<file path="config.mk">
export PLATFORM = sky130hd
export DESIGN_NAME = dbell_tracker
export DESIGN_NICKNAME = d
export VERILOG_FILES = /design/src/rtl/dbt_pkg.sv /design/src/rtl/dbt_decode.sv /design/src/rtl/dbt_queue.sv /design/src/rtl/dbt_satcnt.sv /design/src/rtl/dbell_tracker.sv
export SDC_FILE = /design/constraint.sdc
export NUM_CORES = 1
export LEC_CHECK = 0
export BUFFER_PORTS_ARGS = -buffer_cell sky130_fd_sc_hd__clkbuf_2
export CORE_ASPECT_RATIO = 0.9
export CORE_UTILIZATION = 46
export DETAILED_ROUTE_END_ITERATION = 10
export GPL_TIMING_DRIVEN = 0
export PLACE_DENSITY = 0.86
export SYNTH_ARGS = -nofsm -noshare
export SYNTH_HDL_FRONTEND = slang
export SYNTH_SLANG_ARGS = --single-unit
</file>
<file path="constraint.sdc">
create_clock -name clk -period 2.15 [get_ports clk]
set_input_delay 0.215 -clock clk [delete_from_list [all_inputs] [get_ports clk]]
set_output_delay 0.215 -clock clk [all_outputs]
set_load 0.01 [all_outputs]
</file>
<file path="src/rtl/dbt_pkg.sv">
package dbt_pkg;
  localparam int QN_LSB  = 0;
  localparam int CMD_LSB = 12;
  localparam int SIG_LSB = 16;
  localparam int IDX_LSB = 32;
  localparam logic [7:0] SIG_OK = 8'h5A;

  typedef enum logic [1:0] {DB_NONE, DB_SQ, DB_CQ, DB_BAD} db_kind_e;

  typedef struct packed {
    db_kind_e    kind;
    logic [11:0] qn;
    logic [15:0] idx;
  } db_dec_t;

  // distance from b forward to a on a ring of the given depth
  function automatic logic [31:0] ring_dist(logic [31:0] a, logic [31:0] b,
                                            logic [31:0] depth);
    if (a >= b) return a - b;
    return a + depth - b;
  endfunction

  // next slot on a ring, wrapping at depth-1
  function automatic logic [31:0] ring_step(logic [31:0] p, logic [31:0] depth);
    if (p == depth - 1) return 32'd0;
    return p + 32'd1;
  endfunction
endpackage

</file>
<file path="src/rtl/dbt_decode.sv">
module dbt_decode import dbt_pkg::*; #(
  parameter int NUM_Q = 4,
  parameter int DEPTH = 16
) (
  input  logic        valid,
  input  logic [63:0] word,
  output db_dec_t     dec
);
  logic [11:0] qn;
  logic [3:0]  cmd;
  logic [7:0]  sig;
  logic [15:0] idx;
  logic        sig_good, qn_good, idx_good, cmd_good;
  logic        unused_bits;

  assign qn  = word[QN_LSB  +: 12];
  assign cmd = word[CMD_LSB +: 4];
  assign sig = word[SIG_LSB +: 8];
  assign idx = word[IDX_LSB +: 16];
  assign unused_bits = ^{word[63:48], word[31:24]};

  assign sig_good = (sig == SIG_OK);
  assign qn_good  = ({20'd0, qn} < 32'(NUM_Q));
  assign idx_good = ({16'd0, idx} < 32'(DEPTH));
  assign cmd_good = (cmd <= 4'd1);

  always_comb begin
    dec.qn  = qn;
    dec.idx = idx;
    if (!valid)
      dec.kind = DB_NONE;
    else if (!(sig_good && qn_good && idx_good && cmd_good))
      dec.kind = DB_BAD;
    else if (cmd == 4'd0)
      dec.kind = DB_SQ;
    else
      dec.kind = DB_CQ;
  end
endmodule

</file>
<file path="src/rtl/dbt_queue.sv">
module dbt_queue import dbt_pkg::*; #(
  parameter int DEPTH = 16,
  parameter int IDX_W = 4
) (
  input  logic             clk,
  input  logic             rst,
  input  logic             sq_wr,
  input  logic             cq_wr,
  input  logic [IDX_W-1:0] wr_idx,
  input  logic             consume,
  output logic [IDX_W-1:0] tail,
  output logic [IDX_W-1:0] head,
  output logic [IDX_W-1:0] pending
);
  logic [IDX_W-1:0] cons;
  logic [31:0]      dist_w, next_w;
  logic             advance;

  assign dist_w  = ring_dist(32'(tail), 32'(cons), 32'(DEPTH));
  assign next_w  = ring_step(32'(cons), 32'(DEPTH));
  assign pending = dist_w[IDX_W-1:0];
  assign advance = consume && (pending != '0);

  always_ff @(posedge clk) begin
    if (rst) begin
      tail <= '0;
      head <= '0;
      cons <= '0;
    end else begin
      if (sq_wr)   tail <= wr_idx;
      if (cq_wr)   head <= wr_idx;
      if (advance) cons <= next_w[IDX_W-1:0];
    end
  end


  tail_load_chk: assert property (@(posedge clk) disable iff (rst)
    sq_wr |=> tail == $past(wr_idx));


  head_load_chk: assert property (@(posedge clk) disable iff (rst)
    cq_wr |=> head == $past(wr_idx));


  consume_idle_chk: assert property (@(posedge clk) disable iff (rst)
    (consume && pending == '0 && !sq_wr) |=> pending == '0);


  pending_range_chk: assert property (@(posedge clk) disable iff (rst)
    32'(pending) < 32'(DEPTH));
endmodule

</file>
<file path="src/rtl/dbt_satcnt.sv">
module dbt_satcnt #(
  parameter int W = 16
) (
  input  logic         clk,
  input  logic         rst,
  input  logic         inc,
  output logic [W-1:0] cnt
);
  logic at_max;
  assign at_max = (cnt == {W{1'b1}});

  always_ff @(posedge clk) begin
    if (rst)               cnt <= '0;
    else if (inc && !at_max) cnt <= cnt + 1'b1;
  end


  sat_hold_chk: assert property (@(posedge clk) disable iff (rst)
    at_max |=> cnt == {W{1'b1}});


  inc_step_chk: assert property (@(posedge clk) disable iff (rst)
    (inc && !at_max) |=> cnt == $past(cnt) + 1'b1);
endmodule

</file>
<file path="src/rtl/dbell_tracker.sv">
module dbell_tracker import dbt_pkg::*; #(
  parameter int NUM_Q = 4,
  parameter int DEPTH = 16,
  parameter int CNT_W = 16,
  localparam int IDX_W = (DEPTH > 1) ? $clog2(DEPTH) : 1
) (
  input  logic                   clk,
  input  logic                   rst,
  input  logic                   db_valid,
  input  logic [63:0]            db_word,
  input  logic [NUM_Q-1:0]       consume,
  output logic [NUM_Q*IDX_W-1:0] sq_tail_o,
  output logic [NUM_Q*IDX_W-1:0] cq_head_o,
  output logic [NUM_Q*IDX_W-1:0] pending_o,
  output logic                   err_flag,
  output logic [CNT_W-1:0]       rej_count,
  output logic [CNT_W-1:0]       acc_count
);
  db_dec_t          dec;
  logic [NUM_Q-1:0] sq_wr, cq_wr;
  logic             accepted, rejected;
  logic [IDX_W-1:0] wr_idx;
  logic             unused_idx;

  dbt_decode #(.NUM_Q(NUM_Q), .DEPTH(DEPTH)) u_dec (
    .valid(db_valid), .word(db_word), .dec(dec));

  assign accepted   = (dec.kind == DB_SQ) || (dec.kind == DB_CQ);
  assign rejected   = (dec.kind == DB_BAD);
  assign wr_idx     = dec.idx[IDX_W-1:0];
  assign unused_idx = ^dec.idx;

  for (genvar q = 0; q < NUM_Q; q++) begin : g_q
    assign sq_wr[q] = (dec.kind == DB_SQ) && (dec.qn == 12'(q));
    assign cq_wr[q] = (dec.kind == DB_CQ) && (dec.qn == 12'(q));

    dbt_queue #(.DEPTH(DEPTH), .IDX_W(IDX_W)) u_q (
      .clk(clk), .rst(rst),
      .sq_wr(sq_wr[q]), .cq_wr(cq_wr[q]), .wr_idx(wr_idx),
      .consume(consume[q]),
      .tail(sq_tail_o[q*IDX_W +: IDX_W]),
      .head(cq_head_o[q*IDX_W +: IDX_W]),
      .pending(pending_o[q*IDX_W +: IDX_W]));
  end

  always_ff @(posedge clk) begin
    if (rst)           err_flag <= 1'b0;
    else if (rejected) err_flag <= 1'b1;
  end

  dbt_satcnt #(.W(CNT_W)) u_acc (.clk(clk), .rst(rst), .inc(accepted), .cnt(acc_count));
  dbt_satcnt #(.W(CNT_W)) u_rej (.clk(clk), .rst(rst), .inc(rejected), .cnt(rej_count));


  err_sticky_chk: assert property (@(posedge clk) disable iff (rst)
    err_flag |=> err_flag);


  reject_no_write_chk: assert property (@(posedge clk) disable iff (rst)
    rejected |-> (sq_wr == '0) && (cq_wr == '0));


  reject_flag_chk: assert property (@(posedge clk) disable iff (rst)
    rejected |=> err_flag);


  onehot_write_chk: assert property (@(posedge clk) disable iff (rst)
    $onehot0({sq_wr, cq_wr}));
endmodule

</file>
-- Word-level counts from Yosys, hierarchy flattened
Index checks and enable logic that the tools add are counted.
- flip-flop bits (word level): 81
- bits of input ports: 71
- output and inout port bits: 81
- word-level logic and storage cells: 106
- $add $sub $neg: 18
- order comparisons: 7
- equality and inequality tests: 13
- multiplexer cells: 27
- reduce and logical (&&, ||, !) cells: 26
- operators by type and width (operator ; count):
    $mux 4 ; 16
    $add 16x1->16 const B ; 2
    $add 4x1->4 const B ; 8
    $eq 16x16->1 const B ; 2
    $sub 4x4->4 ; 8
    $eq 12x2->1 const B ; 2
    $logic_and 1x1->1 ; 17
    $eq 4x4->1 const B ; 4
    $ge 4x4->1 ; 4
    $lt 16x5->1 const B ; 1
    $reduce_bool 4->1 ; 4
    $eq 12x1->1 const B ; 1
    $logic_not 12->1 ; 1
    $lt 12x3->1 const B ; 1
    $eq 8x7->1 const B ; 1
    $mux 1 ; 8
    $mux 2 ; 3
    $eq 2x2->1 const B ; 2
    $le 4x1->1 const B ; 1
    $logic_not 4->1 ; 1
    $eq 2x1->1 const B ; 1
    $logic_not 1->1 ; 2
    $logic_or 1x1->1 ; 1

-- Logic depth before layout (Yosys ltp)
Gate-level depths: netlist of the first run.
- depth after elaboration: 9
- depth in mapped cells: 8
- depth with buffers taken out: 7

-- Cells and area by module
A second synthesis of the first run with hierarchy kept.
- cell total of the unflattened synthesis: 524
- area total of the unflattened synthesis: 4725.8 um^2
- modules (own cells, without submodules) (module ; instances ; cells an instance ; area an instance (um^2) ; seq. area each (um^2)):
    dbt_queue (g_q[0].u_q ...) ; 3 ; 66 ; 634.4 ; 240.2
    dbt_satcnt ; 2 ; 96 ; 833.3 ; 320.3
    dbt_queue (g_q[1].u_q) ; 1 ; 66 ; 633.1 ; 240.2
    dbt_decode ; 1 ; 43 ; 326.6 ; 0.0
    dbell_tracker ; 1 ; 25 ; 196.4 ; 20.0

-- Worst setup path before layout of the first run
OpenSTA, ideal clock, no wires.
- path type: register -> register
- from: register g_q[1].u_q.tail[0]
- to: register g_q[1].u_q.cons[1]
- setup time: 0.128 ns
- arrival time: 2.238 ns
- data required time: 2.022 ns
- path slack: -0.216 ns
- stages on the path, launching flop included: 8
- path buffers: 0
- period minus slack after synthesis: 2.366 ns
- cell sequence: dfxtp_1 -> inv_1 -> ha_1 -> fa_1 -> xnor2_1 -> o41ai_1 -> mux2i_1 -> nor2_1
- longest elaborated chain between the ends: 5
- elaborated cells between the ends (all ways): 9
- those cells by class: add/sub: 3; order compare: 1; mux: 3; reduce/logical: 2
- RTL lines (what ; line ; text):
    from (decl) ; dbt_queue.sv:11 ; output logic [IDX_W-1:0] tail,
    from (signal assigned) ; dbt_queue.sv:30 ; if (sq_wr) tail <= wr_idx;
    $add 4x1->4, or another cell as far along ; dbt_pkg.sv:20 ; return a + depth - b;
    $sub 4x4->4, or another cell as far along ; dbt_pkg.sv:20 ;
    $mux 4 (*) ; dbt_pkg.sv:20 ;
    net pending_o[6] ; dbell_tracker.sv:14 ; output logic [NUM_Q*IDX_W-1:0] pending_o,
    $reduce_bool 4->1 (*) ; dbt_queue.sv:22 ; assign advance = consume && (pending != '0);
    $logic_and 1x1->1 (*) ; dbt_queue.sv:22 ;
    to (signal assigned) ; dbt_queue.sv:32 ; if (advance) cons <= next_w[IDX_W-1:0];
    to (decl) ; dbt_queue.sv:15 ; logic [IDX_W-1:0] cons;
The timed path passes the listed nets; every way through them passes the cells marked *. The select of a mux whose other input is x is not followed.
A chain may end at the register's enable or synchronous reset.

-- Worst setup path in the final report of the first run
- from: register u_acc.cnt[0]
- to: register u_acc.cnt[15]
- longest elaborated chain between the ends: 3
- elaborated cells between the ends (all ways): 4
- those cells by class: add/sub: 1; eq/ne: 1; reduce/logical: 2
- RTL lines (what ; line ; text):
    from (decl) ; dbt_satcnt.sv:7 ; output logic [W-1:0] cnt
    from (signal assigned) ; dbt_satcnt.sv:14 ; else if (inc && !at_max) cnt <= cnt + 1'b1;
    parallel branches: the longest is 3 deep, another holds $add 16x1->16 ; n/a ;
Several ways; the timed one is not identified.

==> impl.org, run 1 <==
** Status
- The run finished with clean final reports.

** Detailed routing
- Routed length per placed instance :: ~16 µm
- For this block, the via count after detailed routing is roughly 4400.
- DRT Wirelength :: between 10000 and 15000 µm
- Metal3 WL :: around 800 µm
- The first detailed-routing pass took 5 iterations.
- Routed wl met2 :: ~6000 µm
- The highest metal layer carrying signal wires in the routed design is met4.
- After the first detailed-routing iteration, the DRC count stood at 245.
- Post-detailed-route DRC marker count :: 0
- Using the TritonRoute via totals, the vias-per-cell ratio works out to 5.72.
- After detailed routing, the wire length on met1 is 5000 µm.
- Once detail routing completed, the nets flagged for antenna violations numbered 0.

** Yosys
- The most used flip-flop cell after synthesis is dfxtp_1.
- Synthesis produced about 500 cells.
- Summed over its instances, the top area cell type makes up 37.1% of the synthesized netlist area.
- Of all flip-flops after synthesis, the portion carrying an async set or reset was 0%.
- Summing the sequential cell areas from Yosys gives a little under two fifths of the chip area.
- In the post-synthesis netlist, the biggest area contributors are dfxtp_1 37%, mux2i_1 8.2%, ha_1 5.1%.
- Avg Cell Area, Syn :: roughly 8.7 µm²
- The synthesized design spends more area on one cell type than any other, namely dfxtp_1.
- The mapped netlist covers between 4000 and 5000 µm².
- The synthesized design contains 81 register bits.
- Post-synth EDFFs :: 0
- Syn. warnings :: 0
- Synthesis produced a netlist with a net count of about 600.
- Number of distinct library cells after synthesis :: 47

** Worst setup path
- Critical Path Max Stage Delay :: roughly 0.48 ns
- CP bufs+invs :: 0
- Crit-path leading delay family :: simple AND/OR/NAND/NOR gates
- Startpoint type of the worst setup path :: flop
- Setup slack on the worst flop-to-flop path :: ~0.033 ns
- Slowest stage cell on the critical path :: or4b_1
- Crit path max fanout :: 6
- Arrival time at the worst endpoint :: roughly 2.4 ns
- The worst setup path is of the flop to flop kind.
- STA classifies the critical path endpoint as a flop.
- Data on the critical path is required at its endpoint by 2.39 ns.
- Worst path cell trace :: and3_1 -> nand4_1 -> nor4_4 -> or4b_1 -> mux2_1

** Power and ir drop
- The share of total power dissipated in the clock network is approximately 44%.
- Total power divided by cell area :: a little over 500 nW/µm²
- Switching power :: 0.665 mW
- Combinational cells account for 4.8% of the total power.
- The internal power of the cells totals 2.28 mW.
- Net switching is between 20% and 30% of the power.
- The analysis attributes to cell leakage a power of roughly 2.6 nW.
- Registers are responsible for between 50 and 60% of the overall power.
- IR analysis of the VDD net gives a maximum drop of ~0.38 mV.

** Global route
- Total track usage :: around a quarter
- The number of antenna violations at the first check in global routing came to 0.
- Wire length of the first global-routing pass :: 18900 µm
- Total congestion overflow after global routing :: 0
- The number of global-route vias before repair is roughly 4000.
- Pin count of the biggest net entering global routing :: 15

** Job
- Across the run, the number of max-cap violations was 0.

** Finish
- Fraction of layout cells with a size suffix above 1 :: 32.8%
- Net count reported at finish :: between 700 and 800
- The finished layout holds around 770 standard cells, fillers aside.
- Final Core Density :: between 60% and 70%
- Relative to the synthesized area, the layout overhead comes to 29.9%.
- Number of diodes :: 0

** Floorplanning
- Boundary pin count :: roughly 150
- Die Area :: about 9900 µm²
- Initial Util :: a little under half
- Die boundary width :: around 100 µm
- In this run the core area contains 33 standard-cell rows.
- In this run the vertical extent of the chip is 94.5 µm.
- Core area :: 9170 µm²

** Clock network
- The clock net in this run drives a total of about 80 sinks.
- Clock latency of the later-clocked register in the worst-skew pair :: 0.36 ns
- H-tree depth reported by CTS :: 3
- Counting along the longest clock path gives a buffer depth of 2.
- TritonCTS clock tree :: done
- The root buffer cell chosen for the clock tree is clkbuf_8.
- After clock tree synthesis, the clock-pin slew on the worst setup and hold paths is 0.09 ns.
- Counting the buffers created by CTS gives 9.

** Placement
- Detailed placement ended at an HPWL of just under 9000 µm.
- The number of placed instances, taps included, is 751.
- I/O Buffers :: approximately 130
- The congestion estimate from routability-driven global placement came to ~0.87.

** Timing
- Max-slew violation count :: 0
- The worst path needs approximately 2.1 ns of the cycle, external delays included.
- Setup Skew :: ~0.011 ns
- Hold timing on the final database bottoms out at a slack of ~0.31 ns.
- The count of final hold-check violations was 0.
- Setup violations remaining at the end of the flow were counted as 0.
- Worst Max-Slew Pin Slew :: roughly 1.1 ns
- Rel. slew slack :: between 20% and 30%
- Setup repair after global routing could not meet its margin everywhere.
- Highest Clock Rate :: ~470 MHz
- Dividing the final minimum period by the clock period gives ~98%.

** Min path
- In this run the worst hold path is classified as input pin to flop.
-- metrics by stage --
step | worst slack, ns | power, mW | setup TNS, ns | instance area [µm²]
after detailed placement | -0.190 | 1.68 | -2.94 | 5170
after global placement | -0.137 | 1.67 | -0.903 | 5170
final | 0.0334 | 2.95 | 0 | 5680
after CTS | -0.0115 | 2.96 | -0.0164 | 5490
after floorplan | 0.0405 | 1.60 | 0 | 4390
after global routing | -0.131 | 3.04 | -0.163 | 5680
-- area by class of cell --
type / instances / area (µm²)
Tap cell: 122 / 153
Clock buffer: 11 / 151
Sequential cell: 81 / 1640
Fill cell: 792 / 3480
Buffer: 20 / 85.1
Multi-Input combinational cell: 367 / 2770
Inverter: 33 / 124
Timing Repair Buffer: 132 / 676
Clock inverter: 5 / 85.1
-- final timing paths --
path	start	to	cells after the start
hold / removal	consume[2]	g_q[2].u_q.cons[1]	5
setup / recovery	u_acc.cnt[0]	u_acc.cnt[15]	5
hold reg to reg	g_q[0].u_q.head[2]	g_q[0].u_q.head[2]	2
setup reg to reg	u_acc.cnt[0]	u_acc.cnt[15]	5
-- worst register-to-register path, delay by kind of cell, from the launching register on --
family / cells / cell delay [ns]
flops: 1 / 0.43
simple gates: 4 / 1.27
mux: 1 / 0.31
-- flip-flops by register name, indices dropped and copies added (netlist names) --
| signal | flops |
|---|---|
| g_q.u_q.tail | 16 |
| u_acc.cnt | 16 |
| err_flag | 1 |
| u_rej.cnt | 16 |
| g_q.u_q.head | 16 |
| g_q.u_q.cons | 16 |
-- per-layer routing --
metal,track usage [%],vias to the layer above
met5,0,-
met4,9.39,0
met3,6.28,30
met2,40.9,181
met1,28.8,2102
li1,-,2100
-- placed cells by master (no fill, tap or decap), drive strengths merged, types with 2 or more instances in the layout --
cell,synthesis,final
a21boi,8,8
a21oi,39,39
a311o,4,4
and3,7,7
and3b,5,5
buf,2,9
bufinv,0,2
clkbuf,20,154
dfxtp,81,81
fa,4,4
ha,18,18
inv,33,34
mux2,8,8
mux2i,36,36
nand2,54,54
nand2b,2,2
nand3,30,30
nand3b,6,6
nand4,10,10
nor2,19,19
nor2b,8,8
nor3,6,6
nor3b,4,4
nor4,14,14
nor4b,2,2
o21ai,17,17
o31ai,10,10
o41ai,5,5
or2,5,5
or3,17,17
or4,12,12
or4b,2,2
xnor2,4,4
xor2,4,4
-- cells by family (layout without fill, tap and decap cells) --
kind of cell / after synthesis / count (layout) / share of synthesized area [%]
simple gates: 206 / 206 / 26.7
compound gates: 87 / 87 / 12.5
flops: 81 / 81 / 37.1
buf+inv: 55 / 201 / 4.83
mux: 44 / 44 / 10.3
fa+ha+maj: 22 / 22 / 6.98
xor+xnor: 8 / 8 / 1.60
-- cells in the mapped netlist, types with 2 or more instances --
| library cell | n |
|---|---|
| nand2_1 | 54 |
| nor2_1 | 19 |
| dfxtp_1 | 81 |
| xor2_1 | 4 |
| nand2b_1 | 2 |
| a311o_1 | 4 |
| nor3b_1 | 4 |
| o41ai_2 | 2 |
| inv_1 | 33 |
| nand4_1 | 9 |
| a21boi_0 | 8 |
| ha_1 | 18 |
| and3_1 | 7 |
| or2_2 | 4 |
| o31ai_1 | 10 |
| or3_1 | 17 |
| nor3_1 | 6 |
| nand3b_1 | 6 |
| nor4_2 | 3 |
| o21ai_0 | 17 |
| or4_1 | 12 |
| mux2i_1 | 36 |
| mux2_2 | 7 |
| nor2b_1 | 8 |
| xnor2_1 | 4 |
| nand3_1 | 29 |
| nor4_1 | 11 |
| or4b_1 | 2 |
| a21oi_1 | 39 |
| nor4b_2 | 2 |
| o41ai_1 | 3 |
| and3b_1 | 5 |
| fa_1 | 4 |
| clkbuf_1 | 20 |
-- what timing repair did --
item	4_1_cts	5_1_grt
endpoints found under the setup margin	32	45
buffers inserted	1	5
gates resized for setup	15	41
hold buffers	0	0
pin swaps	2	8
hold endpoints to repair	0	0
-- power by group through the flow --
stage	Sequential [mW]	Clock [mW]	Combinational, mW
after detailed placement	1.54	0	0.133
final	1.51	1.30	0.141
after CTS	1.51	1.32	0.137
after global routing	1.51	1.38	0.152
after global placement	1.54	0	0.129
after floorplan	1.54	0	0.0555
Note: power is estimated with default switching activity, not from simulation.
==> run 2: changes to the inputs <==
- SETUP_SLACK_MARGIN: not set -> 0.15
==> impl.org, run 2 (synthesis results as in run 1) <==
** Status
- The flow ran to the end, and the final reports show no timing, DRC or antenna violations.

** Timing
- The final cycle utilization of the critical path is 92.8% (-5.7 points).
- The max-slew headroom at the worst pin was 34.8% (+6.7 points).
- The number of setup violations in the final report is 0 (unchanged).
- Highest Clock Rate :: 501 MHz (+6.1%)
- The shortest period the worst path allows came to 1.99 ns (-0.122 ns).
- Hold slack final :: 0.315 ns (+0.00239 ns)
- Setup repair after global routing missed its margin :: true
- The slack of the critical path was 0.155 ns (+0.122 ns).
- The count of final hold-check violations is 0 (unchanged).
- Setup Skew :: 0.0142 ns (+0.00330 ns)
- Worst Max-Slew Pin Slew :: 0.969 ns (-0.0997 ns)
- The max-slew violation count came to 0 (unchanged).

** Worst setup path
- Startpoint type of the worst setup path :: flop
- Classification of the worst setup path :: flop to output port
- Following the worst setup path forward leads to its endpoint at pending_o[11].
- Crit path from :: g_q[2].u_q.tail[2]
- Start of the worst register-to-register path :: g_q[2].u_q.cons[0]
- STA classifies the critical path endpoint as an output port.
- Setup slack on the worst flop-to-flop path :: 0.17 ns (+0.14 ns)
- Cell count of the worst reg-to-reg path :: 7 (+2)
- Crit path max fanout :: 3 (-3)
- In this run the critical register-to-register path is captured at g_q[2].u_q.cons[1].
- Critical Path RT :: 1.93 ns (-0.46 ns)
- The arrival time of data at the critical path endpoint is 1.78 ns (-0.58 ns).

** Global route
- The first-pass GRT wire length is 20000 µm (+6.0%).
- The number of global-route vias before repair was 4229 (+5.9%).
- Pin count of the biggest net entering global routing :: 16 (+1)
- The overflow left after global routing came to 0 (unchanged).
- Total track usage :: 25.4% (+1.5 points)
- The number of antenna violations at the first check in global routing is 0 (unchanged).

** Detailed routing
- Post-detailed-route DRC marker count :: 0 (unchanged)
- Number of DRC markers after the initial detailed-route iteration :: 300 (+22%)
- DRT Wirelength :: 12900 µm (+6.0%)
- Routed length per placed instance :: 16.1 µm (+2.6%)
- The number of optimization iterations in the first detailed-route pass is 5 (unchanged).
- Remaining antenna violation count :: 0 (unchanged)
- Vias :: 4552 (+3.1%)
- The number of vias per cell after detailed routing was 5.71 (-0.22%).

** Clock network
- Number of sinks on the clock net :: 81 (unchanged)
- The number of hold buffers added after CTS was 0 (unchanged).
- Clock buffers created by TritonCTS :: 9 (unchanged)
- Clock latency of the later-clocked register in the worst-skew pair :: 0.36 ns (about the same)
- Root buffer selected by CTS :: clkbuf_8
- The total number of H-tree levels is 3 (unchanged).
- The CTS clock-pin slew for the worst setup and hold paths is 0.10 ns (about the same).
- The maximum number of buffers from clock root to sink came to 2 (unchanged).
- TritonCTS built the clock tree.

** Power and ir drop
- Internal cell power :: 2.09 mW (-8.2%)
- Leakage power total :: 2.75 nW (+5.4%)
- The peak ir drop on the vdd network is 0.313 mV (-18%).
- Switching power as a share of total power :: 24.8% (+2.3 points)
- The total net switching power is 0.692 mW (+4.0%).
- The power density over cell area was 459 nW/µm² (-11%).
- Reg power frac :: 53.7% (+2.6 points)
- Clock power frac :: 41.0% (-3.1 points)
- The combinational group share of total power is 5.2% (+0.4 points).

** Finish
- Net count reported at finish :: 763 (+3.5%)
- Commonest cells after routing, fill and taps aside :: 123 x clkbuf_2, 56 x dfxtp_1, 49 x nand2_1
- Number of diodes :: 0 (unchanged)
- Final Core Density :: 66.2% (+4.2 points)
- The fraction of final layout cells with drive strength greater than 1 came to 42.1% (+9.3 points).
- Relative to the synthesized area, the layout overhead comes to 38.6%.
- Leaving out fill and tap cells, the most frequent cell in the layout is clkbuf_2.
- The final cell count without fillers was 797 (+3.4%).

** Min path
- In this run the worst hold path is classified as input pin to flop.

** Job
- The reported max-cap violation count was 0 (unchanged).

** Placement
- I/O Buffers :: 126 (unchanged)
- Setup slack at placement :: -0.181 ns (+0.00929 ns)
- HPWL after detailed placement :: 8950 µm (+1.2%)
- Number of placed cells counting well taps :: 751 (unchanged)
- Placer congestion estimate :: 0.897 (+2.8%)

** Floorplanning
- The count of standard-cell rows was 33 (unchanged).
- The total die area came to 9900 µm² (unchanged).
- Die boundary width :: 105 µm (unchanged)
- Core area :: 9170 µm² (unchanged)
- Die height :: 94.5 µm (unchanged)
- The effective utilization at floorplan came to 47.7% (unchanged).
- The I/O pin count was 152 (unchanged).
-- run 2: layer usage --
layer / up-vias / global-route usage, % / share of wire (%)
li1: 2156 / - / -
met1: 2175 / 30.7 / 43
met2: 195 / 45.5 / 50
met3: 26 / 4.76 / 5.4
met4: 0 / 9.15 / 1.7
met5: - / 0 / 0
-- run 2: what timing repair did --
action	4_1_cts	5_1_grt
setup endpoints to repair	45	57
pin swaps	15	27
resized for setup	57	65
setup buffers	20	10
-- run 2: worst max-delay path, cell delays in order (launching register included) --
cell      delay, ns
dfxtp_1        0.38
ha_4           0.30
nand3b_1       0.09
and3b_2        0.25
or2_2          0.27
clkbuf_2       0.13
-- run 2: worst min path at each step --
stage	startpoint	endpoint	slack, ns	depth (start not counted)
finish	consume[0]	g_q[0].u_q.cons[1]	0.32	5
global route	consume[0]	g_q[0].u_q.cons[2]	0.32	5
CTS	db_valid	err_flag	0.30	3
detailed placement	err_flag	err_flag	0.44	2
global placement	err_flag	err_flag	0.44	2
floorplan	consume[1]	g_q[1].u_q.cons[1]	0.44	3
-- run 2: power by group through the flow --
| stage | sequential [mW] | combinational (mW) | clock [mW] |
|---|---|---|---|
| 2_1_floorplan | 1.54 | 0.0564 | 0 |
| 3_3_place_gp | 1.54 | 0.131 | 0 |
| 3_5_place_dp | 1.54 | 0.137 | 0 |
| 4_1_cts | 1.50 | 0.140 | 1.15 |
| 5_1_grt | 1.50 | 0.157 | 1.23 |
| 6_report | 1.50 | 0.145 | 1.14 |
-- run 2: cell type report --
| class | instances | area [µm²] |
|---|---|---|
| Fill cell | 769 | 3100 |
| Multi-Input combinational cell | 367 | 2930 |
| Sequential cell | 81 | 1670 |
| Timing Repair Buffer | 156 | 875 |
| Tap cell | 122 | 153 |
| Inverter | 33 | 126 |
| Clock buffer | 9 | 124 |
| Buffer | 22 | 109 |
| Clock inverter | 7 | 76.3 |
-- run 2: per-stage QoR --
stage | total power [mW] | setup TNS [ns] | area (µm²)
2_1_floorplan | 1.60 | 0 | 4460
3_3_place_gp | 1.67 | -1.26 | 5240
3_5_place_dp | 1.68 | -1.75 | 5240
4_1_cts | 2.79 | 0 | 5770
5_1_grt | 2.89 | 0 | 6060
6_report | 2.79 | 0 | 6060
==> run 3: changes to the inputs <==
- CORE_UTILIZATION: 46 -> 54
- PLACE_DENSITY: 0.86 -> 0.94
- SKIP_CTS_REPAIR_TIMING: not set -> 1
- clock period: 2.15 -> 2.4 ns (I/O delays scaled with it)
==> impl.org, run 3 (synthesis results as in run 1) <==
** Placement
- Placed cell area :: 5140 µm² (-2.0%)
- The quantity of I/O buffers inserted on ports was 126 (unchanged).
- Placer congestion estimate :: 0.946 (+5.5%)
- HPWL after detailed placement :: 9150 µm (+2.3%)

** Global route
- The overflow left after global routing is 0 (unchanged).
- The first-pass GRT wire length came to 19400 µm (-2.9%).
- The number of antenna violations at the first check in global routing was 0 (unchanged).
- The number of global-route vias before repair is 4184 (-1.1%).
- The total routing resource utilization after global routing came to 28.4% (+3.0 points).
- Pin count of the biggest net entering global routing :: 16 (unchanged)

** Finish
- Layout overhead on the synthesized area :: 23.4%
- The share of the core filled with cells was 70.1% (+4.0 points).
- Number of diodes :: 0 (unchanged)
- Multi-input gate area :: 2620 µm² (-11%)
- Most frequent standard cell in the layout excluding fill and tap cells :: clkbuf_2
- Net count reported at finish :: 734 (-3.8%)
- Fillers :: 592 (-23%)
- Commonest cells after routing, fill and taps aside :: 128 x clkbuf_2, 76 x dfxtp_1, 53 x nand2_1
- Fraction of layout cells with a size suffix above 1 :: 28.0% (-14 points)
- The area of all placed cells without fillers was 5400 µm² (-11%).
- Sequential cell area :: 1630 µm² (-2.7%)

** Power and ir drop
- Leakage power total :: 2.51 nW (-8.7%)
- Clock power frac :: 38.4% (-2.6 points)
- Pwr Total :: 2.40 mW (-14%)
- The total net switching power is 0.616 mW (-11%).
- Worst-case vdd ir drop :: 0.359 mV (+15%)
- The power density over cell area was 444 nW/µm² (-3.4%).
- The sequential share of power was 56.4% (+2.7 points).
- The combinational group share of total power is 5.2% (about the same).
- Internal cell power :: 1.78 mW (-15%)
- Switching power as a share of total power :: 25.7% (+0.89 points)

** Worst setup path
- Arrival time at the worst endpoint :: 1.93 ns (+0.15 ns)
- Critical Path RT :: 2.16 ns (+0.23 ns)
- The worst setup path is launched from a flop.
- STA classifies the critical path endpoint as an output port.
- The setup path with the least slack is of type flop to output port.
- Critical Path Max Stage Delay :: 0.46 ns (+0.08 ns)
- The maximum fanout count along the critical path came to 5 (+2).
- On the critical path, the stage with the largest delay is an instance of dfxtp_1.
- The critical path goes through inv_1 -> ha_1 -> nand3b_1 -> and3b_1 -> or2_2 -> clkbuf_2.

** Detailed routing
- Average via count per standard cell :: 5.95 (+4.1%)
- The number of DRC markers after the initial detailed-route iteration came to 279 (-7.0%).
- The number of vias in the routed layout is 4413 (-3.1%).
- The number of optimization iterations in the first detailed-route pass was 5 (unchanged).
- Routed length per placed instance :: 16.2 µm (+0.72%)
- Post-detailed-route DRC marker count :: 0 (unchanged)
- The number of antenna-violating nets in the routed design is 0 (unchanged).
- DRT Wirelength :: 12100 µm (-6.2%)

** Floorplanning
- Die height :: 87.4 µm (-7.5%)
- The total die area is 8460 µm² (-15%).
- Core area :: 7690 µm² (-16%)
- Die boundary width :: 96.9 µm (-7.6%)
- Initial Util :: 56.8% (+9.1 points)
- The count of standard-cell rows is 30 (-9.1%).
- The I/O pin count is 152 (unchanged).

** Status
- Outcome :: finished clean

** Clock network
- Number of sinks on the clock net :: 81 (unchanged)
- TritonCTS clock tree :: done
- The clock buffer count from CTS was 9 (unchanged).
- Root buffer selected by CTS :: clkbuf_8
- Clock slew at the register clock pins of the worst setup and hold paths :: 0.09 ns (about the same)
- Clock latency of the later-clocked register in the worst-skew pair :: 0.36 ns (about the same)
- Max Root-Sink Buffers :: 2 (unchanged)
- The total number of H-tree levels is 3 (unchanged).

** Timing
- Hold slack final :: 0.245 ns (-0.0701 ns)
- Post-route setup TNS :: 0 ns (unchanged)
- Highest Clock Rate :: 462 MHz
- The max-slew headroom at the worst pin came to 31.5% (-3.4 points).
- Final critical delay including setup and external delays :: 2.17 ns
- Max-slew violation count :: 0 (unchanged)
- The worst-case clock skew was 0.0154 ns (+0.00118 ns).
- Worst Max-Slew Pin Slew :: 1.02 ns (+0.0498 ns)
- Dividing the final minimum period by the clock period gives between 90% and 100%.
- Setup repair after global routing missed its margin :: true
- Setup violators final :: 0 (unchanged)
- The count of final hold-check violations came to 0 (unchanged).

** Min path
- The worst hold path belongs to the class input pin to flop.

** Job
- Max_cap viols :: 0 (unchanged)
[run 3: final cells by class]
type                       instances  share of cell area, %
timing repair buffer             127                   11.8
multi-input combinational        367                   48.5
tap                               96                   2.23
clock buffer                       9                   2.29
inverter                          33                   2.29
clock inverter                     7                  0.974
sequential                        81                   30.2
buffer                            22                   1.69
[run 3: routing by layer]
layer  global-route usage [%]  up-vias  share of wire (%)
li1                         -     2095                  -
met1                     33.8     2084                 42
met2                     49.7      197                 49
met3                     7.70       37                6.6
met4                     10.4        0                2.8
met5                        0        -                  0
[run 3: worst max-delay path, delay by kind of cell, from the launching register on]
family,cells,cell delay [ns]
DFF,1,0.46
buffers and inverters,2,0.23
and+or+nand+nor,3,0.60
adders and majority gates,1,0.28
[run 3: power by group through the flow]
| stage | combinational (mW) | clock [mW] | sequential, mW |
|---|---|---|---|
| final | 0.124 | 0.920 | 1.35 |
| after global routing | 0.132 | 0.989 | 1.35 |
| after CTS | 0.120 | 0.928 | 1.35 |
| after detailed placement | 0.120 | 0 | 1.38 |
| after global placement | 0.115 | 0 | 1.38 |
| after floorplan | 0.0497 | 0 | 1.38 |
[run 3: path summary, 6_finish.rpt]
path                                         start                 end  slack, ns  cells past startpoint
worst max-delay path            g_q[2].u_q.cons[1]       pending_o[11]       0.23                      6
worst min register to register            err_flag            err_flag       0.46                      2
worst min-delay path                    consume[1]  g_q[1].u_q.cons[1]       0.25                      4
worst max register to register  g_q[0].u_q.tail[0]  g_q[0].u_q.cons[1]       0.24                      8
[run 3: per-stage QoR]
| step | setup WS [ns] | cells |
|---|---|---|
| after detailed placement | 0.0957 | 725 |
| final | 0.234 | 742 |
| after global routing | 0.106 | 742 |
| after global placement | 0.125 | 725 |
| after CTS | 0.0685 | 741 |
| after floorplan | 0.244 | 503 |
